==> src/rtl/tas_pkg.sv <==
package tas_pkg;
   // status byte bit positions
   localparam int ST_BUSY  = 7;
   localparam int ST_LHIGH = 6;
   localparam int ST_LLOW  = 5;
   localparam int ST_RHIGH = 4;
   localparam int ST_RLOW  = 3;
   localparam int ST_OPEN  = 2;
   localparam int ST_RTHRM = 1;
   localparam int ST_LTHRM = 0;

   localparam int N_CH = 2; // 0 = local, 1 = remote

   typedef struct packed {
      logic hi_ev;    // high limit reached on this conversion
      logic lo_ev;    // low limit crossed on this conversion
      logic cond_hi;  // last valid conversion was high
      logic cond_lo;  // last valid conversion was low
      logic trip;     // run length met on this conversion
      logic trip_hi;  // that trip was a high-limit trip
      logic therm;    // thermal flag with hysteresis
      logic hi2;      // high flag with hysteresis
   } chan_flags_t;
endpackage

==> src/rtl/tas_hyst_flag.sv <==
module tas_hyst_flag #(
   parameter int TW = 12
) (
   input  logic          clk,
   input  logic          rst_n,
   input  logic          upd,
   input  logic [TW-1:0] val,
   input  logic [TW-1:0] lim,
   input  logic [TW:0]   hyst,
   output logic          flag
);
   localparam int SW = TW + 2;

   logic [SW-1:0] sum;
   logic          set_c, rel_c;

   always_comb begin
      sum   = SW'(val) + SW'(hyst);
      set_c = val >= lim;
      rel_c = sum < SW'(lim);
   end

   always_ff @(posedge clk or negedge rst_n) begin
      if (!rst_n)
         flag <= 1'b0;
      else if (upd) begin
         if (set_c)
            flag <= 1'b1;
         else if (rel_c)
            flag <= 1'b0;
      end
   end
endmodule

==> src/rtl/tas_channel.sv <==
module tas_channel #(
   parameter int TW        = 12,
   parameter int MAXC      = 4,
   parameter int CODE_W    = MAXC - 1,
   parameter int CNT_W     = $clog2(MAXC + 1)
) (
   input  logic                clk,
   input  logic                rst_n,
   input  logic                done,
   input  logic                skip,
   input  logic [TW-1:0]       temp,
   input  logic [TW-1:0]       hi_lim,
   input  logic [TW-1:0]       lo_lim,
   input  logic [TW-1:0]       th_lim,
   input  logic [TW:0]         hyst,
   input  logic [CODE_W-1:0]   code,
   output tas_pkg::chan_flags_t flags
);
   logic             upd, over_hi, under_lo, viol;
   logic [CNT_W-1:0] cnt_q, cnt_inc, need;
   logic             cond_hi_q, cond_lo_q;
   logic             therm_f, hi2_f;

   always_comb begin
      upd      = done & ~skip;
      over_hi  = temp >= hi_lim;
      under_lo = temp < lo_lim;
      viol     = over_hi | under_lo;
      cnt_inc  = (cnt_q == CNT_W'(MAXC)) ? cnt_q : cnt_q + CNT_W'(1);
      need     = CNT_W'($countones(code)) + CNT_W'(1);
   end

   always_ff @(posedge clk or negedge rst_n) begin
      if (!rst_n) begin
         cnt_q     <= '0;
         cond_hi_q <= 1'b0;
         cond_lo_q <= 1'b0;
      end else if (upd) begin
         cnt_q     <= viol ? cnt_inc : '0;
         cond_hi_q <= over_hi;
         cond_lo_q <= under_lo;
      end
   end

   tas_hyst_flag #(.TW(TW)) u_therm (
      .clk(clk), .rst_n(rst_n), .upd(upd), .val(temp),
      .lim(th_lim), .hyst(hyst), .flag(therm_f));

   tas_hyst_flag #(.TW(TW)) u_hi2 (
      .clk(clk), .rst_n(rst_n), .upd(upd), .val(temp),
      .lim(hi_lim), .hyst(hyst), .flag(hi2_f));

   always_comb begin
      flags.hi_ev   = upd & over_hi;
      flags.lo_ev   = upd & under_lo;
      flags.cond_hi = cond_hi_q;
      flags.cond_lo = cond_lo_q;
      flags.trip    = upd & viol & (cnt_inc >= need);
      flags.trip_hi = upd & over_hi & (cnt_inc >= need);
      flags.therm   = therm_f;
      flags.hi2     = hi2_f;
   end
endmodule

==> src/rtl/tas_ara_arb.sv <==
module tas_ara_arb #(
   parameter int BW = 8
) (
   input  logic [BW-1:0] own,
   input  logic [BW-1:0] bus,
   output logic          won
);
   // bit-serial arbitration unrolled MSB first: lose at the first bit
   // where a 1 is sent but a 0 is seen on the wire
   always_comb begin
      logic lost;
      lost = 1'b0;
      for (int i = BW - 1; i >= 0; i--) begin
         if (!lost && own[i] && !bus[i])
            lost = 1'b1;
      end
      won = ~lost;
   end
endmodule

==> src/rtl/temp_alarm_status.sv <==
module temp_alarm_status #(
   parameter int          TW         = 12,
   parameter int          FRAC       = 4,
   parameter int          HW         = 8,
   parameter int          MAX_CONSEC = 4,
   parameter logic [6:0]  DEV_ADDR   = 7'h4C,
   parameter logic [6:0]  ARA_ADDR   = 7'h0C
) (
   input  logic                    clk,
   input  logic                    rst_n,
   input  logic                    busy_in,
   input  logic                    loc_done,
   input  logic [TW-1:0]           loc_temp,
   input  logic                    rem_done,
   input  logic [TW-1:0]           rem_temp,
   input  logic                    rem_open,
   input  logic [TW-1:0]           loc_hi_lim,
   input  logic [TW-1:0]           loc_lo_lim,
   input  logic [TW-1:0]           rem_hi_lim,
   input  logic [TW-1:0]           rem_lo_lim,
   input  logic [TW-1:0]           loc_th_lim,
   input  logic [TW-1:0]           rem_th_lim,
   input  logic [HW-1:0]           hyst_deg,
   input  logic [MAX_CONSEC-2:0]   consec_code,
   input  logic                    cfg_mask,
   input  logic                    cfg_therm2,
   input  logic                    stat_rd,
   input  logic                    ara_req,
   input  logic [6:0]              ara_addr,
   input  logic [7:0]              ara_bus,
   output logic [7:0]              status,
   output logic                    alert_n,
   output logic                    therm_n,
   output logic                    ara_ack,
   output logic [7:0]              ara_byte,
   output logic                    ara_won
);
   import tas_pkg::*;

   localparam int CODE_W = MAX_CONSEC - 1;
   localparam int N_STK  = 5; // latched status bits

   // elaboration-time parameter checks
   if (FRAC >= TW) begin : g_bad_frac
      $error("FRAC must be smaller than TW");
   end
   if (HW + FRAC > TW + 1) begin : g_bad_hyst
      $error("hysteresis does not fit the temperature width");
   end
   if (MAX_CONSEC < 2) begin : g_bad_consec
      $error("MAX_CONSEC must be at least 2");
   end

   logic [TW:0] hyst_full;
   assign hyst_full = (TW+1)'({hyst_deg, {FRAC{1'b0}}});

   chan_flags_t ch_f [N_CH];

   for (genvar c = 0; c < N_CH; c++) begin : g_ch
      tas_channel #(.TW(TW), .MAXC(MAX_CONSEC), .CODE_W(CODE_W)) u_ch (
         .clk    (clk),
         .rst_n  (rst_n),
         .done   ((c == 0) ? loc_done   : rem_done),
         .skip   ((c == 0) ? 1'b0       : rem_open),
         .temp   ((c == 0) ? loc_temp   : rem_temp),
         .hi_lim ((c == 0) ? loc_hi_lim : rem_hi_lim),
         .lo_lim ((c == 0) ? loc_lo_lim : rem_lo_lim),
         .th_lim ((c == 0) ? loc_th_lim : rem_th_lim),
         .hyst   (hyst_full),
         .code   (consec_code),
         .flags  (ch_f[c]));
   end

   // ---------------- latched status bits ----------------
   // order: {lhigh, llow, rhigh, rlow, open}
   logic             open_ev, open_cond_q;
   logic [N_STK-1:0] stk_q, stk_set, stk_cond;

   assign open_ev = rem_done & rem_open;

   always_comb begin
      stk_set  = {ch_f[0].hi_ev, ch_f[0].lo_ev, ch_f[1].hi_ev, ch_f[1].lo_ev, open_ev};
      stk_cond = {ch_f[0].cond_hi, ch_f[0].cond_lo, ch_f[1].cond_hi, ch_f[1].cond_lo,
                  open_cond_q};
   end

   always_ff @(posedge clk or negedge rst_n) begin
      if (!rst_n) begin
         stk_q       <= '0;
         open_cond_q <= 1'b0;
      end else begin
         stk_q <= stk_set | (stk_q & ~({N_STK{stat_rd}} & ~stk_cond));
         if (rem_done)
            open_cond_q <= rem_open;
      end
   end

   // ---------------- alert state and response ----------------
   logic       alert_q, cause_hi_q;
   logic       trip_any, trip_hi_any, pin_active, ara_hit, arb_won, clr;
   logic [7:0] own_byte;

   always_comb begin
      trip_any    = ch_f[0].trip | ch_f[1].trip | open_ev;
      trip_hi_any = ch_f[0].trip_hi | ch_f[1].trip_hi;
      pin_active  = alert_q & ~cfg_mask & ~cfg_therm2;
      own_byte    = {DEV_ADDR, cause_hi_q};
      ara_hit     = ara_req & (ara_addr == ARA_ADDR) & pin_active;
      clr         = ara_hit & arb_won;
   end

   tas_ara_arb #(.BW(8)) u_arb (.own(own_byte), .bus(ara_bus), .won(arb_won));

   always_ff @(posedge clk or negedge rst_n) begin
      if (!rst_n) begin
         alert_q    <= 1'b0;
         cause_hi_q <= 1'b0;
         ara_ack    <= 1'b0;
         ara_byte   <= '0;
         ara_won    <= 1'b0;
      end else begin
         if (trip_any) begin
            alert_q    <= 1'b1;
            cause_hi_q <= (cause_hi_q & ~clr) | trip_hi_any;
         end else if (clr) begin
            alert_q    <= 1'b0;
            cause_hi_q <= 1'b0;
         end
         ara_ack  <= ara_hit;
         ara_byte <= ara_hit ? own_byte : 8'h00;
         ara_won  <= clr;
      end
   end

   // ---------------- outputs ----------------
   always_comb begin
      status           = '0;
      status[ST_BUSY]  = busy_in;
      status[ST_LHIGH] = cfg_therm2 ? ch_f[0].hi2 : stk_q[4];
      status[ST_LLOW]  = stk_q[3];
      status[ST_RHIGH] = cfg_therm2 ? ch_f[1].hi2 : stk_q[2];
      status[ST_RLOW]  = stk_q[1];
      status[ST_OPEN]  = stk_q[0];
      status[ST_RTHRM] = ch_f[1].therm;
      status[ST_LTHRM] = ch_f[0].therm;
      alert_n = cfg_therm2 ? ~(ch_f[0].hi2 | ch_f[1].hi2) : ~pin_active;
      therm_n = ~(ch_f[0].therm | ch_f[1].therm);
   end
endmodule

==> config.mk <==
export PLATFORM = sky130hd
export DESIGN_NAME = temp_alarm_status
export DESIGN_NICKNAME = d
export VERILOG_FILES = /design/src/rtl/tas_pkg.sv /design/src/rtl/tas_hyst_flag.sv /design/src/rtl/tas_channel.sv /design/src/rtl/tas_ara_arb.sv /design/src/rtl/temp_alarm_status.sv
export SDC_FILE = /design/constraint.sdc
export NUM_CORES = 1
export LEC_CHECK = 0
export BUFFER_PORTS_ARGS = -buffer_cell sky130_fd_sc_hd__buf_4
export CAP_MARGIN = 20
export CORE_UTILIZATION = 47
export DETAILED_ROUTE_END_ITERATION = 8
export PLACE_DENSITY = 0.83
export SLEW_MARGIN = 10
export SYNTH_ARGS = -nofsm -noshare
export SYNTH_HDL_FRONTEND = slang
export SYNTH_SLANG_ARGS = --single-unit
==> constraint.sdc <==
create_clock -name clk -period 1.95 [get_ports clk]
set_clock_uncertainty 0.1 [all_clocks]
set_input_delay 0.2925 -clock clk [delete_from_list [all_inputs] [get_ports clk]]
set_output_delay 0.2925 -clock clk [all_outputs]
set_load 0.02 [all_outputs]
==> impl_metrics.yaml <==
clock_tree:
  cts_tree: "yes"
  clk_latency_ns: 0.27
  cts_sinks: 25
  cts_root_buffer: "clkbuf_8"
  cts_buffer_depth: 2
  cts.clk_slew.worst_paths_ns: 0.09
  h-tree-depth: 1
  cts_buffers: 3
finish:
  fin_nets: 1035
  syn_to_final_growth_pct: 55.2
  drive_gt1_share_pct: 42.0
  antennaDiodeCount: 0
sta:
  setup-tns-final_ns: -2.87
  post-route-min-period_ns: 2.81
  fin_crit_sh_pct: 144
  slew_headroom_pct: 64.8
  worst_slack_ns: -0.860
  rsz0062_at_grt: "true"
  setup_viol: 6
  tightest_slew_ns: 0.515
  final_max_slew_viol_count: 0
  final_hold_viol_count: 0
  fmax_mhz: 356
floorplan:
  die_y_um: 99.3
  initial_core_util_pct: 48.4
  rows: 35
  coreArea_mm2: 0.00920
  die-area_mm2: 0.00987
  fp.dieW_um: 99.3
  ioPinCount: 152
yosys:
  synth-seq-cells: 25
  yosys-top-cells-area: "ha_1, dfrtp_1, inv_1"
  synth-adder-area-share_pct: 37.7
  yosys.area_share.xor_xnor_pct: 1.97
  synth_top_area_cell: "ha_1"
  ys_async_sr_fraction_pct: 100
  avgSynthCellArea_um2: 8.25
  syn_inst: 540
  synthesis.area_mm2: 0.00445
  synth_mux_area_share_pct: 0.759
  seq_area_frac_synth_pct: 14.0
  synth-simple-area-share_pct: 13.9
  synth-edff-count: 0
  synthFlopType: "dfrtp_1"
  synth_compound_area_share_pct: 21.2
  yosysTopAreaCellShare_pct: 36.8
  yosysUniqueCellTypes: 54
  synth_top_family_by_area: "adder cells"
  synth_warnings: 0
pwr:
  p_per_area_mw_per_mm2: 563
  swShare_pct: 42.1
  leakage_nw: 3.77
  p_switching_mw: 1.64
  power_frac_seq_pct: 19.5
  p_clk_share_pct: 8.1
  vdd_drop_max_uv: 409
  pwr-share-comb_pct: 72.4
  internal_power_mw: 2.25
run:
  cap_violations: 0
outcome:
  violations: "negative setup slack"
  status: "complete, but fails checks"
routing:
  dr.first_iter.drc_count: 150
  wirelength_um: 14100
  drc_errors: 0
  wl_per_cell_um: 16.0
  vias: 4845
  vias_per_cell: 5.51
  drt_first_pass_iters: 5
  final_antenna_net_count: 0
setup_path:
  startpoint_type: "primary input"
  critical_path_peak_fanout: 2
  slowest_delay_ns: 0.31
  slowest_stage: "a221o_1"
  worstPathCellList: "buf_8, ha_4, a21o_1, a21oi_2, nor2b_1, o21a_1, buf_4, nor2_4, xnor2_2, ha_1, and4_1, a221o_1, o211ai_1, nand3_1, a21bo_2"
  cp.arrival_ns: 2.88
  critPathRequiredTime_ns: 2.02
  worstSetupPathType: "in -> reg"
  end_kind: "flip-flop"
place:
  dpl.hpwl_um: 11400
  place_ws_ns: -1.14
  place.gp.congestion: 0.893
  port_buffers: 141
global_route:
  grt_pass1_vias: 5055
  overflow: 0
  grt_pass1_wl_um: 22200
  grtUsageTotal_pct: 27.5
  grt_max_degree: 26
  antenna_found_initial: 0
hold_path:
  hp-class: "in -> reg"
## repair_timing
action	in CTS	in global routing
setup buffers	5	6
endpoints found under the hold margin	25	0
resized for setup	40	44
pin swaps	31	42
setup endpoints to repair	10	13
hold buffers	1	0
## path summary, 6_finish.rpt
kind / end / cells after the start / slack, ns / start
setup / recovery: g_ch[0].u_ch.u_hi2.flag$_DFFE_PN0P_ / 15 / -0.86 / loc_temp[5]
hold / removal: ara_byte[4]$_DFF_PN0_ / 2 / 0.10 / ara_addr[0]
setup reg to reg: cause_hi_q$_DFFE_PN0P_ / 8 / -0.08 / g_ch[0].u_ch.cnt_q[1]$_DFFE_PN0P_
hold reg to reg: g_ch[1].u_ch.cond_lo_q$_DFFE_PN0P_ / 2 / 0.38 / g_ch[1].u_ch.cond_lo_q$_DFFE_PN0P_
max in group asynchronous: stk_q[2]$_DFF_PN0_ / 2 / 1.14 / rst_n
min in group asynchronous: stk_q[4]$_DFF_PN0_ / 2 / 0.35 / rst_n
## area by class of cell
type / instances / area [um^2]
Clock buffer: 3 / 41.3
Clock inverter: 1 / 5.00
Multi-Input combinational cell: 409 / 3930
Fill cell: 633 / 2280
Tap cell: 111 / 139
Timing Repair Buffer: 236 / 1820
Sequential cell: 25 / 626
Inverter: 95 / 359
## flip-flops by register name, summed over array words and instances, names as in the netlist
| name | count |
|---|---|
| alert_q | 1 |
| cause_hi_q | 1 |
| ara_byte | 2 |
| open_cond_q | 1 |
| stk_q | 5 |
| g_ch.u_ch.cond_lo_q | 2 |
| ara_won | 1 |
| g_ch.u_ch.cnt_q | 6 |
| g_ch.u_ch.cond_hi_q | 2 |
| g_ch.u_ch.u_hi2.flag | 2 |
| g_ch.u_ch.u_therm.flag | 2 |
## through the flow
step / area, um^2 / power, mW / util [%] / instances / hold slack (ns)
CTS: 6590 / 3.55 / 71.7 / 874 / 0.0936
global placement: 6300 / 2.84 / 68.5 / 864 / 0.109
floorplan: 4580 / 2.09 / - / 543 / -0.103
detailed placement: 6300 / 2.97 / 68.5 / 864 / 0.113
global route: 6910 / 4.19 / 75.2 / 880 / 0.102
finish: 6910 / 3.89 / 75.2 / 880 / 0.101
## layout by cell type (no fill, tap or decap), types with 10 or more instances in the layout
master	Yosys	final
a21o_1	19	19
a21oi_1	36	25
a21oi_2	0	10
buf_4	13	226
dfrtp_1	25	25
ha_1	131	110
ha_4	0	18
inv_1	95	88
nand2_1	37	34
nand4_1	11	11
nor2_1	27	24
nor2b_1	13	11
o21ai_0	24	19
## power by group through the flow
stage / combinational, mW / clock [mW] / sequential, mW
3_3_place_gp: 2.10 / 0 / 0.742
3_5_place_dp: 2.23 / 0 / 0.745
4_1_cts: 2.49 / 0.312 / 0.750
2_1_floorplan: 1.36 / 0 / 0.727
5_1_grt: 3.09 / 0.339 / 0.769
6_report: 2.82 / 0.314 / 0.760
## critical path: cells and delay by family
family | cells | cell delay [ns]
AO/OA/AOI/OAI | 6 | 1.21
XOR/XNOR | 1 | 0.14
adder cells (fa/ha/maj) | 2 | 0.51
AND/OR/NAND/NOR | 4 | 0.47
buffers and inverters | 2 | 0.25
## layer usage
layer	up-vias	GRT usage, %	wire length, um	share of wire, %
met5	-	0	0	0
met4	0	9.16	472	3.4
met3	42	2.32	611	4.3
met2	174	53.7	7340	52
met1	2257	31.2	5650	40
li1	2372	-	-	-
## cell families after synthesis
kind of cell,after synthesis
buffers and inverters,109
and+or+nand+nor,122
xor gates and xnor gates,10
AOI/OAI and AO/OA,137
other,1
DFF,25
muxes,3
adders and majority gates,133
## synthesized netlist by cell type, drive strengths merged (2+ instances only)
| master | number |
|---|---|
| nand2b | 6 |
| nor4 | 4 |
| nor3 | 3 |
| fa | 2 |
| o221ai | 2 |
| o31a | 2 |
| a41oi | 3 |
| and2 | 2 |
| and4 | 4 |
| dfrtp | 25 |
| o211ai | 7 |
| nand2 | 37 |
| a22o | 4 |
| buf | 13 |
| ha | 131 |
| a21boi | 2 |
| a211o | 2 |
| xnor2 | 10 |
| nor2 | 27 |
| inv | 95 |
| nand3 | 8 |
| nand4 | 11 |
| a21o | 19 |
| a31oi | 2 |
| a21oi | 36 |
| a221o | 2 |
| a211oi | 5 |
| or2 | 2 |
| o21a | 7 |
| a2111oi | 8 |
| o31ai | 3 |
| mux2 | 3 |
| nor2b | 13 |
| o21ai | 26 |
(Power assumes the default switching activity.)
